## src/rtl/cpu16_pkg.sv

```systemverilog
package cpu16_pkg;

    localparam int unsigned WORD_W  = 16;
    localparam int unsigned REG_CNT = 8;
    localparam int unsigned FLAG_W  = 4;

    // flag bit positions in the CVNZ vector
    localparam int FLG_Z = 0;
    localparam int FLG_N = 1;
    localparam int FLG_V = 2;
    localparam int FLG_C = 3;

    typedef enum logic [3:0] {
        OP_MOVL = 4'b0000,
        OP_SETH = 4'b0010,
        OP_LDR  = 4'b0100,
        OP_STR  = 4'b0111,
        OP_AND  = 4'b1000,
        OP_ORR  = 4'b1001,
        OP_ADD  = 4'b1010,
        OP_SUB  = 4'b1011
    } opcode_e;

    typedef enum logic [2:0] {
        ST_FETCH,
        ST_DECODE,
        ST_EXEC,
        ST_MEM,
        ST_WB
    } phase_e;

    // low two opcode bits select the arithmetic/logic function
    localparam logic [1:0] FN_AND = 2'b00;
    localparam logic [1:0] FN_ORR = 2'b01;
    localparam logic [1:0] FN_ADD = 2'b10;
    localparam logic [1:0] FN_SUB = 2'b11;

    typedef struct packed {
        logic imm_low;   // zero-extended immediate write
        logic imm_high;  // high-byte immediate write
        logic mem_rd;    // load
        logic mem_wr;    // store
        logic alu;       // arithmetic / logic, updates flags
    } op_class_t;

endpackage

```

## src/rtl/cpu16_seq.sv

```systemverilog
module cpu16_seq
    import cpu16_pkg::*;
(
    input  logic   clk,
    input  logic   rst_n,
    output phase_e phase,
    output logic   in_fetch,
    output logic   in_decode,
    output logic   in_exec,
    output logic   in_mem,
    output logic   in_wb
);

    phase_e state_q;
    phase_e state_d;

    // state register
    always_ff @(posedge clk or negedge rst_n) begin
        if (!rst_n) begin
            state_q <= ST_FETCH;
        end else begin
            state_q <= state_d;
        end
    end

    // transitions: a fixed five-step ring
    always_comb begin
        state_d = state_q;
        unique case (state_q)
            ST_FETCH:  state_d = ST_DECODE;
            ST_DECODE: state_d = ST_EXEC;
            ST_EXEC:   state_d = ST_MEM;
            ST_MEM:    state_d = ST_WB;
            ST_WB:     state_d = ST_FETCH;
            default:   state_d = ST_FETCH;
        endcase
    end

    // per-state strobes
    always_comb begin
        in_fetch  = 1'b0;
        in_decode = 1'b0;
        in_exec   = 1'b0;
        in_mem    = 1'b0;
        in_wb     = 1'b0;
        unique case (state_q)
            ST_FETCH:  in_fetch  = 1'b1;
            ST_DECODE: in_decode = 1'b1;
            ST_EXEC:   in_exec   = 1'b1;
            ST_MEM:    in_mem    = 1'b1;
            ST_WB:     in_wb     = 1'b1;
            default:   in_fetch  = 1'b0;
        endcase
    end

    assign phase = state_q;

    // the ring never skips a step
    p_ring_order_r2: assert property (@(posedge clk) disable iff (!rst_n)
        (state_q == ST_WB) |=> (state_q == ST_FETCH));
    p_fetch_follows_r2: assert property (@(posedge clk) disable iff (!rst_n)
        (state_q == ST_FETCH) |=> (state_q == ST_DECODE));

endmodule

```

## src/rtl/cpu16_decode.sv

```systemverilog
module cpu16_decode
    import cpu16_pkg::*;
#(
    parameter int unsigned DW   = WORD_W,
    parameter int unsigned NREG = REG_CNT,
    localparam int unsigned IW  = $clog2(NREG)
) (
    input  logic [DW-1:0] instr,
    output op_class_t     cls,
    output logic          cond,
    output logic [IW-1:0] rd,
    output logic [IW-1:0] ra,
    output logic [IW-1:0] rb,
    output logic [7:0]    imm,
    output logic [1:0]    alu_fn
);

    logic [3:0] opc;

    assign opc    = instr[15:12];
    assign cond   = instr[11];
    assign rd     = instr[8 +: IW];
    assign ra     = instr[4 +: IW];
    assign rb     = instr[0 +: IW];
    assign imm    = instr[7:0];
    assign alu_fn = instr[13:12];

    always_comb begin
        cls = '0;
        case (opc)
            OP_MOVL: cls.imm_low  = 1'b1;
            OP_SETH: cls.imm_high = 1'b1;
            OP_LDR:  cls.mem_rd   = 1'b1;
            OP_STR:  cls.mem_wr   = 1'b1;
            OP_AND,
            OP_ORR,
            OP_ADD,
            OP_SUB:  cls.alu      = 1'b1;
            default: cls          = '0;  // unknown opcode does nothing
        endcase
    end

    // at most one class is ever selected
    always_comb begin
        a_one_class_r10: assert ($onehot0(cls));
    end

endmodule

```

## src/rtl/cpu16_alu.sv

```systemverilog
module cpu16_alu
    import cpu16_pkg::*;
#(
    parameter int unsigned DW = WORD_W
) (
    input  logic [1:0]        fn,
    input  logic [DW-1:0]     a,
    input  logic [DW-1:0]     b,
    output logic [DW-1:0]     res,
    output logic [FLAG_W-1:0] cvnz
);

    logic [DW-1:0] b_eff;
    logic [DW:0]   sum;
    logic          carry;
    logic          ovf;

    always_comb begin
        b_eff = (fn == FN_SUB) ? ~b : b;
        sum   = {1'b0, a} + {1'b0, b_eff} + {{DW{1'b0}}, (fn == FN_SUB)};
        carry = 1'b0;
        ovf   = 1'b0;
        unique case (fn)
            FN_AND: res = a & b;
            FN_ORR: res = a | b;
            FN_ADD,
            FN_SUB: begin
                res   = sum[DW-1:0];
                carry = sum[DW];
                ovf   = (a[DW-1] == b_eff[DW-1]) && (res[DW-1] != a[DW-1]);
            end
            default: res = '0;
        endcase
        cvnz[FLG_C] = carry;
        cvnz[FLG_V] = ovf;
        cvnz[FLG_N] = res[DW-1];
        cvnz[FLG_Z] = (res == '0);
    end

    // logic operations never report carry or overflow
    always_comb begin
        if (fn == FN_AND || fn == FN_ORR) begin
            a_logic_cv_r4: assert (cvnz[FLG_C] == 1'b0 && cvnz[FLG_V] == 1'b0);
        end
    end

endmodule

```

## src/rtl/cpu16_regfile.sv

```systemverilog
module cpu16_regfile
    import cpu16_pkg::*;
#(
    parameter int unsigned DW   = WORD_W,
    parameter int unsigned NREG = REG_CNT,
    localparam int unsigned IW  = $clog2(NREG)
) (
    input  logic             clk,
    input  logic             rst_n,
    input  logic [IW-1:0]    a_idx,
    output logic [DW-1:0]    a_val,
    input  logic [IW-1:0]    b_idx,
    output logic [DW-1:0]    b_val,
    input  logic             wr_en,
    input  logic [IW-1:0]    wr_idx,
    input  logic [DW-1:0]    wr_val,
    output logic [NREG*DW-1:0] view
);

    logic [DW-1:0] regs [NREG];

    always_ff @(posedge clk or negedge rst_n) begin
        if (!rst_n) begin
            for (int i = 0; i < NREG; i++) begin
                regs[i] <= '0;
            end
        end else if (wr_en && (wr_idx != '0)) begin
            // index 0 is never written
            regs[wr_idx] <= wr_val;
        end
    end

    assign a_val = regs[a_idx];
    assign b_val = regs[b_idx];

    for (genvar g = 0; g < NREG; g++) begin : g_view
        assign view[g*DW +: DW] = regs[g];
    end

    // the zero entry stays zero across every write
    p_zero_hold_r8: assert property (@(posedge clk) disable iff (!rst_n)
        regs[0] == '0);

endmodule

```

## src/rtl/cpu16_core.sv

```systemverilog
module cpu16_core
    import cpu16_pkg::*;
#(
    parameter int unsigned DW   = WORD_W,
    parameter int unsigned NREG = REG_CNT,
    localparam int unsigned IW  = $clog2(NREG),
    localparam int unsigned LOW = DW - 8
) (
    input  logic               clk,
    input  logic               rst_n,
    output logic [DW-1:0]      mem_addr,
    output logic [DW-1:0]      mem_wdata,
    output logic               mem_we,
    input  logic [DW-1:0]      mem_rdata,
    output logic [NREG*DW-1:0] dbg_regs,
    output logic [FLAG_W-1:0]  dbg_flags
);

    phase_e phase;
    logic   in_fetch, in_decode, in_exec, in_mem, in_wb;

    logic [DW-1:0]     pc;
    logic [DW-1:0]     ir;
    logic [DW-1:0]     res_q;
    logic [DW-1:0]     addr_q;
    logic [DW-1:0]     wdata_q;
    logic [FLAG_W-1:0] flags;
    logic [FLAG_W-1:0] flg_q;
    logic              take_q;

    op_class_t     cls;
    logic          cond;
    logic [IW-1:0] rd, ra, rb;
    logic [7:0]    imm;
    logic [1:0]    alu_fn;

    logic [DW-1:0]     a_val, b_val, alu_res, res_d;
    logic [FLAG_W-1:0] alu_flags;
    logic [IW-1:0]     b_idx;
    logic              take;
    logic              rf_we;
    logic [DW-1:0]     rf_wdata;

    cpu16_seq u_seq (
        .clk       (clk),
        .rst_n     (rst_n),
        .phase     (phase),
        .in_fetch  (in_fetch),
        .in_decode (in_decode),
        .in_exec   (in_exec),
        .in_mem    (in_mem),
        .in_wb     (in_wb)
    );

    cpu16_decode #(.DW(DW), .NREG(NREG)) u_dec (
        .instr  (ir),
        .cls    (cls),
        .cond   (cond),
        .rd     (rd),
        .ra     (ra),
        .rb     (rb),
        .imm    (imm),
        .alu_fn (alu_fn)
    );

    // port B reads rb for arithmetic, rd for high-byte merge and store data
    assign b_idx = cls.alu ? rb : rd;

    cpu16_regfile #(.DW(DW), .NREG(NREG)) u_rf (
        .clk    (clk),
        .rst_n  (rst_n),
        .a_idx  (ra),
        .a_val  (a_val),
        .b_idx  (b_idx),
        .b_val  (b_val),
        .wr_en  (rf_we),
        .wr_idx (rd),
        .wr_val (rf_wdata),
        .view   (dbg_regs)
    );

    cpu16_alu #(.DW(DW)) u_alu (
        .fn   (alu_fn),
        .a    (a_val),
        .b    (b_val),
        .res  (alu_res),
        .cvnz (alu_flags)
    );

    // condition bit gates on the zero flag
    assign take = !cond || flags[FLG_Z];

    always_comb begin
        res_d = alu_res;
        if (cls.imm_low) begin
            res_d = {{LOW{1'b0}}, imm};
        end else if (cls.imm_high) begin
            res_d = {imm, b_val[LOW-1:0]};
        end
    end

    // datapath registers, each loaded in its own state
    always_ff @(posedge clk or negedge rst_n) begin
        if (!rst_n) begin
            pc      <= '0;
            ir      <= '0;
            res_q   <= '0;
            addr_q  <= '0;
            wdata_q <= '0;
            flags   <= '0;
            flg_q   <= '0;
            take_q  <= 1'b0;
        end else begin
            if (in_decode) begin
                ir <= mem_rdata;
            end
            if (in_exec) begin
                res_q   <= res_d;
                flg_q   <= alu_flags;
                addr_q  <= a_val;
                wdata_q <= b_val;
                take_q  <= take;
            end
            if (in_wb) begin
                pc <= pc + 1'b1;
                if (take_q && cls.alu) begin
                    flags <= flg_q;
                end
            end
        end
    end

    assign rf_we    = in_wb && take_q &&
                      (cls.imm_low || cls.imm_high || cls.mem_rd || cls.alu);
    assign rf_wdata = cls.mem_rd ? mem_rdata : res_q;

    assign mem_addr  = in_mem ? addr_q : pc;
    assign mem_wdata = wdata_q;
    assign mem_we    = in_mem && take_q && cls.mem_wr;
    assign dbg_flags = flags;

    // fetch address is the program counter, never with a write
    p_fetch_pc_r2: assert property (@(posedge clk) disable iff (!rst_n)
        in_fetch |-> (mem_addr == pc && !mem_we));
    // counter steps by one after each writeback
    p_pc_step_r2: assert property (@(posedge clk) disable iff (!rst_n)
        in_wb |=> (pc == $past(pc) + 1'b1));
    // flags move only at writeback
    p_flags_only_wb_r11: assert property (@(posedge clk) disable iff (!rst_n)
        !in_wb |=> $stable(flags));
    // a store strobe lasts one clock
    p_store_pulse_r7: assert property (@(posedge clk) disable iff (!rst_n)
        mem_we |=> !mem_we);
    // a skipped instruction leaves the register file alone
    p_skip_no_write_r9: assert property (@(posedge clk) disable iff (!rst_n)
        (in_wb && !take_q) |=> $stable(dbg_regs));

endmodule

```

## config.mk

```make
export PLATFORM = sky130hd
export DESIGN_NAME = cpu16_core
export DESIGN_NICKNAME = d
export VERILOG_FILES = /design/src/rtl/cpu16_pkg.sv /design/src/rtl/cpu16_seq.sv /design/src/rtl/cpu16_decode.sv /design/src/rtl/cpu16_alu.sv /design/src/rtl/cpu16_regfile.sv /design/src/rtl/cpu16_core.sv
export SDC_FILE = /design/constraint.sdc
export NUM_CORES = 1
export LEC_CHECK = 0
export BUFFER_PORTS_ARGS = -buffer_cell sky130_fd_sc_hd__buf_2
export CAP_MARGIN = 40
export CORE_AREA = 2 2 178 180
export CTS_CLUSTER_DIAMETER = 30
export DETAILED_ROUTE_END_ITERATION = 8
export DIE_AREA = 0 0 180 182
export PLACE_DENSITY = 0.63
export SLEW_MARGIN = 20
export SYNTH_ARGS = -nofsm -noshare
export SYNTH_HDL_FRONTEND = slang
export SYNTH_SLANG_ARGS = --single-unit
```

## constraint.sdc

```tcl
create_clock -name clk -period 4.23 [get_ports clk]
set_input_delay 0.6345 -clock clk [delete_from_list [all_inputs] [get_ports clk]]
set_output_delay 0.6345 -clock clk [all_outputs]
set_load 0.02 [all_outputs]
```

==> results of run 1 <==
flip-flops by register name, indices dropped and copies added (netlist names):
| name | cells |
|---|---|
| u_rf.view | 128 |
| dbg_flags | 4 |
| ir | 16 |
| res_q | 16 |
| take_q | 1 |
| addr_q | 16 |
| mem_wdata | 16 |
| flg_q | 4 |
| u_seq.phase | 3 |
| pc | 16 |
worst max path at each step:
stage / from / to / slack (ns)
3_5_place_dp: ir[14]$_DFFE_PN0P_ / flg_q[0]$_DFFE_PN0N_ / -0.20
6_report: ir[15]$_DFFE_PN0P_ / flg_q[0]$_DFFE_PN0N_ / -0.16
5_1_grt: ir[14]$_DFFE_PN0P_ / flg_q[0]$_DFFE_PN0N_ / -0.33
4_1_cts: ir[14]$_DFFE_PN0P_ / flg_q[0]$_DFFE_PN0N_ / -0.12
3_3_place_gp: ir[14]$_DFFE_PN0P_ / flg_q[0]$_DFFE_PN0N_ / -0.12
2_1_floorplan: ir[15]$_DFFE_PN0P_ / flg_q[0]$_DFFE_PN0N_ / 0.009
kinds of logic after synthesis:
| kind of cell | count (synthesis) | share of synthesized area, % |
|---|---|---|
| AND/OR/NAND/NOR | 438 | 15.45 |
| flip-flops | 220 | 45.31 |
| adder cells (fa/ha/maj) | 25 | 2.472 |
| multiplexers | 126 | 15.01 |
| XOR/XNOR | 41 | 2.956 |
| AO/OA/AOI/OAI | 290 | 14.13 |
| buffers and inverters | 136 | 4.675 |
power by group through the flow:
| stage | clock [mW] | sequential (mW) | combinational (mW) |
|---|---|---|---|
| final | 3.80 | 2.64 | 2.53 |
| after global routing | 3.95 | 2.67 | 2.74 |
| after CTS | 3.84 | 2.63 | 2.41 |
| after global placement | 0 | 2.66 | 2.33 |
| after detailed placement | 0 | 2.66 | 2.36 |
| after floorplan | 0 | 2.78 | 1.23 |
stage by stage:
step	std cells	instance area, um2	worst slack [ns]	TNS [ns]
floorplan	1276	12190	0.009334	0
global placement	1890	14240	-0.1165	-0.1755
detailed placement	1890	14240	-0.1960	-0.3285
CTS	1985	16060	-0.1238	-0.2519
global route	1990	16330	-0.3299	-0.7939
finish	1990	16330	-0.1580	-0.1580
critical path, cell delays in order, from the launching register on:
cell and delay [ns]:
sky130_fd_sc_hd__dfrtp_2 0.43, sky130_fd_sc_hd__and3b_2 0.25, sky130_fd_sc_hd__a21o_4 0.21, sky130_fd_sc_hd__buf_12 0.14, sky130_fd_sc_hd__mux2_1 0.34, sky130_fd_sc_hd__o2bb2ai_2 0.23
sky130_fd_sc_hd__nor2_4 0.08, sky130_fd_sc_hd__xnor2_1 0.14, sky130_fd_sc_hd__ha_1 0.40, sky130_fd_sc_hd__buf_4 0.17, sky130_fd_sc_hd__nand2_1 0.18, sky130_fd_sc_hd__nor2_1 0.08
sky130_fd_sc_hd__mux2i_2 0.31, sky130_fd_sc_hd__mux2i_1 0.13, sky130_fd_sc_hd__a21oi_1 0.27, sky130_fd_sc_hd__nand3_1 0.12, sky130_fd_sc_hd__or4b_4 0.57, sky130_fd_sc_hd__o31ai_4 0.24
timing repair:
item,CTS,global route
endpoints found under the setup margin,4,10
cloned,2,0
resized for setup,14,50
pin swaps,8,20
buffers inserted,3,4
metal layers:
metal  vias up  part of all wire [%]  global-route usage, %
li1       5041                     -                      -
met3        78                   7.5                  4.573
met5         -                     0                      0
met1      5320                    43                  33.50
met2       471                    46                  39.71
met4         0                   2.8                  7.707
final cells by class:
| type | count | share of cell area [%] |
|---|---|---|
| Multi-Input combinational cell | 920 | 39.17 |
| Sequential cell | 220 | 33.73 |
| Timing Repair Buffer | 322 | 12.95 |
| Clock buffer | 59 | 8.104 |
| Tap cell | 402 | 3.079 |
| Clock inverter | 31 | 2.145 |
| Inverter | 36 | 0.8273 |
placed cells by master, fill, tap and decap left out, types with 5 or more instances in the layout:
| master | instances |
|---|---|
| sky130_fd_sc_hd__buf_6 | 5 |
| sky130_fd_sc_hd__o21ai_1 | 5 |
| sky130_fd_sc_hd__nand3_1 | 28 |
| sky130_fd_sc_hd__a21oi_2 | 5 |
| sky130_fd_sc_hd__ha_1 | 14 |
| sky130_fd_sc_hd__nand2_1 | 279 |
| sky130_fd_sc_hd__a21oi_1 | 54 |
| sky130_fd_sc_hd__buf_12 | 6 |
| sky130_fd_sc_hd__clkbuf_16 | 49 |
| sky130_fd_sc_hd__clkinvlp_4 | 10 |
| sky130_fd_sc_hd__xnor2_1 | 22 |
| sky130_fd_sc_hd__inv_1 | 34 |
| sky130_fd_sc_hd__buf_4 | 126 |
| sky130_fd_sc_hd__and3_1 | 12 |
| sky130_fd_sc_hd__clkinv_2 | 5 |
| sky130_fd_sc_hd__clkbuf_8 | 6 |
| sky130_fd_sc_hd__a21o_1 | 5 |
| sky130_fd_sc_hd__inv_6 | 6 |
| sky130_fd_sc_hd__buf_2 | 181 |
| sky130_fd_sc_hd__a31oi_1 | 13 |
| sky130_fd_sc_hd__dfrtp_1 | 217 |
| sky130_fd_sc_hd__nor3_1 | 6 |
| sky130_fd_sc_hd__a211oi_2 | 11 |
| sky130_fd_sc_hd__maj3_1 | 8 |
| sky130_fd_sc_hd__a211oi_1 | 14 |
| sky130_fd_sc_hd__mux2_2 | 28 |
| sky130_fd_sc_hd__mux2i_1 | 49 |
| sky130_fd_sc_hd__o21ai_0 | 135 |
| sky130_fd_sc_hd__nor2_1 | 63 |
| sky130_fd_sc_hd__xor2_1 | 17 |
| sky130_fd_sc_hd__mux4_2 | 40 |
| sky130_fd_sc_hd__nand4_1 | 6 |
==> results.toml, run 1 <==
[finish]
area_growth_syn_to_layout_pct = 34.45
finalNetCount = 1583
finalCoreUtilization_pct = 52.72
number_of_inserted_diodes = 0
total_area_of_multi_input_combinational_cells_mm2 = 0.006397
storage_cell_area_mm2 = 0.005509
fillCellCount = 2760
drive_gt1_share_pct = 34.13

[critical_path]
worstSetupPathType = "reg2reg"
required_ns = 4.68
r2r_cells = 17
setup.reg_to_reg.worst_slack_ns = -0.16
worst_ep_arrival_time_ns = 4.83
reg2reg_to = "flg_q[0]$_DFFE_PN0N_"
critPathCaptureType = "flop"
cp_max_fo = 7
timing.critical_path.from_type = "flop"
r2r_start = "ir[15]$_DFFE_PN0P_"

[synth]
synth-edff-count = 0
proportion_of_synthesized_chip_area_in_sequential_cells_pct = 45.31
syn_avg_cell_area_um2 = 9.521
synth_top_cells_by_area = "sky130_fd_sc_hd__dfrtp_1, sky130_fd_sc_hd__nand2_1, sky130_fd_sc_hd__mux4_2, sky130_fd_sc_hd__o21ai_0, sky130_fd_sc_hd__mux2i_1"
syn-cell-area_mm2 = 0.01215
post-synth-top-area-cell = "sky130_fd_sc_hd__dfrtp_1"
synth_cell_type_count = 73
syn-instance-count = 1276
total_nets_after_synthesis = 1311
ys_ff_latch = 220
synth_largest_type_area_fraction_pct = 45.31
post_synth_most_frequent_cells = "sky130_fd_sc_hd__nand2_1, sky130_fd_sc_hd__dfrtp_1, sky130_fd_sc_hd__o21ai_0"
ys_dominant_reg_cell = "sky130_fd_sc_hd__dfrtp_1"
yosysMostFrequentCell = "sky130_fd_sc_hd__nand2_1"
synth_async_sr_flop_share_pct = 100.0
synth.yosys.warnings = 0

[sta]
grt_setup_unrepaired = "yes"
worst_slew_pin_tran_ns = 0.9631
final-hold-violation-count = 0
final.setup_skew_ns = 0.02702
finalMaxSlewViolations = 0
worst_slack_ns = -0.1580
max_slew_margin_pct = 35.79
period_utilization_pct = 103.7
min_cycle_time_layout_ns = 4.388
max_freq_mhz = 227.9
setup_viol = 1
fin_hold_ws_ns = 0.1669

[clock_network]
insertion_delay_ns = 0.56
holdBufCountCts = 0
cts.sinks = 220
cts_root_buffer = "sky130_fd_sc_hd__clkbuf_16"
clock_tree.htree_level_count = 2
clock_tree_from_tritoncts = "done"
cts_max_path_buffers = 3
cts_made_buffers = 48
cts.reportedPaths.clkPinSlew_ns = 0.05

[power_and_ir_drop]
design_power_total_mw = 8.966
power_switching_mw = 3.013
leakage_nw = 7.504
clock_group_share_of_total_power_pct = 42.3
power.share.combinational_pct = 28.2
p_seq_share_pct = 29.4
p_int_mw = 5.953
power_density_normalized_to_cell_area_mw_per_mm2 = 548.9
max-vdd-ir-drop_mv = 0.3813
power.share.switching_pct = 33.60

[detailed_routing]
vias_per_cell = 5.482
detail_route.drc_violations = 0
detailedRoute.firstIterationViolations = 913
vias = 10910
wire_per_inst_um = 20.53
finalWirelength_um = 40860
detail-route-antenna-nets = 0
firstDrtPassIters = 5

[placed_design]
dp_hpwl_um = 29180
placer_congestion_estimate = 0.9031
port_buffers = 182

[die]
core_region_area_mm2 = 0.03099
fp-row-count = 65
initial_utilization_pct = 39.21
fp.dieArea_mm2 = 0.03276
die_height_um = 182
die-width_um = 180
number_of_top_level_pins = 183

[global_routing]
grt-ovfl-total = 0
globalRouteTotalUtil_pct = 24.54
antenna_found_initial = 0
grt_first_pass_wirelength_um = 62990
grt_max_degree = 122
first_global_vias = 10900

[job]
maxCapViolations = 0

[run_status]
violations = "setup timing"
run_status = "complete, but fails checks"

[hold_path]
min-delay-path-class = "in2async"
Note: power is estimated with default switching activity, not from simulation.
==> inputs of run 2 (changes only) <==
--- a/config.mk
+++ b/config.mk
@@ -5,12 +5,13 @@
 export SDC_FILE = /design/constraint.sdc
 export NUM_CORES = 1
 export LEC_CHECK = 0
+export ABC_AREA = 1
 export BUFFER_PORTS_ARGS = -buffer_cell sky130_fd_sc_hd__buf_2
 export CAP_MARGIN = 40
-export CORE_AREA = 2 2 178 180
+export CORE_AREA = 2 2 182 184
 export CTS_CLUSTER_DIAMETER = 30
 export DETAILED_ROUTE_END_ITERATION = 8
-export DIE_AREA = 0 0 180 182
+export DIE_AREA = 0 0 184 186
 export PLACE_DENSITY = 0.63
 export SLEW_MARGIN = 20
 export SYNTH_ARGS = -nofsm -noshare
==> run 2 against run 1 <==
Net effect: the flow now finishes without violations; clock power increased by 8.4%; sequential share of layout area grew 0.71 points; first-iteration DRC count up 53%; fmax grew 13%; die area increased by 4.5%; non-clock buffer count fell by 82; critical path depth is 11 higher; critical path type unchanged; critical endpoint unchanged; largest cell class unchanged; largest power group unchanged.
==> results.toml, run 2 <==
[run_status]
run_status = "finished, final reports clean"

[finish]
final_common_cell = "sky130_fd_sc_hd__nand2_1"
drive_gt1_share_pct = 19.22
finalCoreUtilization_pct = 49.67
area_growth_syn_to_layout_pct = 25.98
finish.cell_count_without_fillers = 2370
largest_reg_flops = 128
final_design_area_no_fill_mm2 = 0.01600
finalNetCount = 1951
fillCellCount = 3200
layout.cells.most_common_list = "sky130_fd_sc_hd__nand2_1, sky130_fd_sc_hd__dfrtp_1, sky130_fd_sc_hd__o21ai_0"

[power_and_ir_drop]
p_int_mw = 5.753
leakage_nw = 8.207
design_power_total_mw = 8.846
power.share.switching_pct = 34.97
power.share.combinational_pct = 24.1
power_density_normalized_to_cell_area_mw_per_mm2 = 553.1
clock_group_share_of_total_power_pct = 46.6
p_seq_share_pct = 29.3
power_switching_mw = 3.094
max-vdd-ir-drop_mv = 0.2799

[synth]
synth.yosys.warnings = 0
post_synth_most_frequent_cells = "sky130_fd_sc_hd__nand2_1, sky130_fd_sc_hd__dfrtp_1, sky130_fd_sc_hd__o21ai_0"
post-synth-top-area-cell = "sky130_fd_sc_hd__dfrtp_1"
synth_cell_type_count = 48
ys_dominant_reg_cell = "sky130_fd_sc_hd__dfrtp_1"
ys_ff_latch = 220
syn-instance-count = 1732
total_nets_after_synthesis = 1767
synth_largest_type_area_fraction_pct = 43.36
syn-cell-area_mm2 = 0.01270
synth_async_sr_flop_share_pct = 100.0
synth-edff-count = 0
yosysMostFrequentCell = "sky130_fd_sc_hd__nand2_1"
synth_top_cells_by_area = "sky130_fd_sc_hd__dfrtp_1, sky130_fd_sc_hd__nand2_1, sky130_fd_sc_hd__o21ai_0, sky130_fd_sc_hd__nand3_1, sky130_fd_sc_hd__inv_1"
proportion_of_synthesized_chip_area_in_sequential_cells_pct = 43.36
syn_avg_cell_area_um2 = 7.331

[critical_path]
r2r_cells = 28
r2r_start = "ir[14]$_DFFE_PN0P_"
cp_max_fo = 18
critical_path.most_common_cell = "sky130_fd_sc_hd__nand2_1"
worst_ep_arrival_time_ns = 4.39
worstSetupPathType = "reg2reg"
reg2reg_to = "flg_q[0]$_DFFE_PN0N_"
cpMaxStageDelayCell = "sky130_fd_sc_hd__dfrtp_1"
timing.critical_path.from_type = "flop"
critical_path.startpoint = "ir[14]$_DFFE_PN0P_"
critPathCaptureType = "flop"
max_stage_delay_ns = 0.41
setup.reg_to_reg.worst_slack_ns = 0.34
required_ns = 4.73

[clock_network]
cts.sinks = 220
cts.reportedPaths.clkPinSlew_ns = 0.05
cts_made_buffers = 53
holdBufCountCts = 0
cts_max_path_buffers = 3
cts_root_buffer = "sky130_fd_sc_hd__clkbuf_16"
clock_tree.htree_level_count = 2
clock_tree_from_tritoncts = "done"
insertion_delay_ns = 0.59

[placed_design]
port_buffers = 182
dp_hpwl_um = 32940
placedCellCount = 2262
place_area_mm2 = 0.01408
placer_congestion_estimate = 0.9788

[sta]
worst_slew_pin_tran_ns = 0.8777
setup_viol = 0
finalSetupTns_ns = 0
final.setup_skew_ns = 0.03982
finalMaxSlewViolations = 0
grt_setup_unrepaired = "no"
min_cycle_time_layout_ns = 3.890
max_slew_margin_pct = 40.99
period_utilization_pct = 91.97
max_freq_mhz = 257.1
final-hold-violation-count = 0

[die]
number_of_top_level_pins = 183
die_height_um = 186
fp.dieArea_mm2 = 0.03422
initial_utilization_pct = 39.43
die-width_um = 184
core_region_area_mm2 = 0.03221
fp-row-count = 66

[detailed_routing]
detailedRoute.firstIterationViolations = 1398
detail-route-antenna-nets = 0
vias = 12800
vias_per_cell = 5.401
wire_per_inst_um = 19.35
finalWirelength_um = 45860
detail_route.drc_violations = 0
firstDrtPassIters = 6

[global_routing]
grt_max_degree = 105
globalRouteTotalUtil_pct = 27.29
grt-ovfl-total = 0
first_global_vias = 12330
antenna_found_initial = 1
grt_first_pass_wirelength_um = 71480

[hold_path]
min-delay-path-class = "in2async"

[job]
maxCapViolations = 0
run 2: cell count changes after synthesis, sizes merged, moves of 17 or more:
cell	previous run	this run
nand3	29	168
a21oi	61	82
mux2	30	2
o21ai	142	231
o21a	2	41
inv	35	149
nand2	281	552
o211ai	4	21
xnor2	22	1
mux4	40	0
a211oi	25	1
buf	24	51
mux2i	56	0
run 2: per-layer routing:
layer	GRT usage (%)	wire length, um	vias up
met3	5.302	4092	85
met5	0	0	-
met4	9.088	1250	0
li1	-	-	6075
met1	38.40	20220	6022
met2	42.16	20300	618
run 2: what timing repair did:
item | CTS | global route
setup buffers | 0 | 7
gates resized for setup | 0 | 4
endpoints found under the setup margin | 0 | 3
run 2: worst max-delay path by stage:
stage                           endpoint  depth (start not counted)
floorplan           flg_q[0]$_DFFE_PN0N_                         26
global placement    flg_q[0]$_DFFE_PN0N_                         24
detailed placement  flg_q[0]$_DFFE_PN0N_                         26
CTS                 flg_q[0]$_DFFE_PN0N_                         26
global route        flg_q[0]$_DFFE_PN0N_                         22
finish              flg_q[0]$_DFFE_PN0N_                         28
run 2: cells by family after synthesis:
group / Yosys count / synth area share [%]
AO/OA/AOI/OAI: 394 / 17.39
XOR/XNOR: 30 / 2.069
flip-flops: 220 / 43.36
adder cells (fa/ha/maj): 18 / 1.823
buffers and inverters: 261 / 8.613
AND/OR/NAND/NOR: 807 / 26.57
multiplexers: 2 / 0.1774
run 2: cell type report:
class	count	area, um2	share of cell area [%]
clock buffer	59	1369	8.558
multi-input combinational	1251	6135	38.35
antenna	1	2.502	0.01564
inverter	150	565.5	3.536
sequential	220	5508	34.43
clock inverter	41	475.5	2.972
tap	408	510.5	3.192
timing repair buffer	240	1430	8.941
run 2: critical path, delay by kind of cell, from the launching register on:
| family | cells | cell delay (ns) |
|---|---|---|
| adders and majority gates | 1 | 0.41 |
| DFF | 1 | 0.41 |
| AOI/OAI and AO/OA | 4 | 0.60 |
| xor gates and xnor gates | 1 | 0.17 |
| buffers and inverters | 4 | 0.59 |
| and+or+nand+nor | 18 | 1.61 |
run 2: power by group through the flow:
stage,Sequential [mW],Combinational [mW],Clock [mW]
floorplan,2.75,1.17,0
global placement,2.62,2.07,0
detailed placement,2.62,2.09,0
CTS,2.59,2.10,4.17
global route,2.62,2.36,4.29
finish,2.59,2.13,4.12
run 2: per-stage QoR:
stage	hold WS, ns	setup WS [ns]
floorplan	0.3389	0.9897
global placement	0.4317	0.1875
detailed placement	0.4330	0.1974
CTS	0.1495	0.1422
global route	0.1777	0.01900
finish	0.1029	0.3397
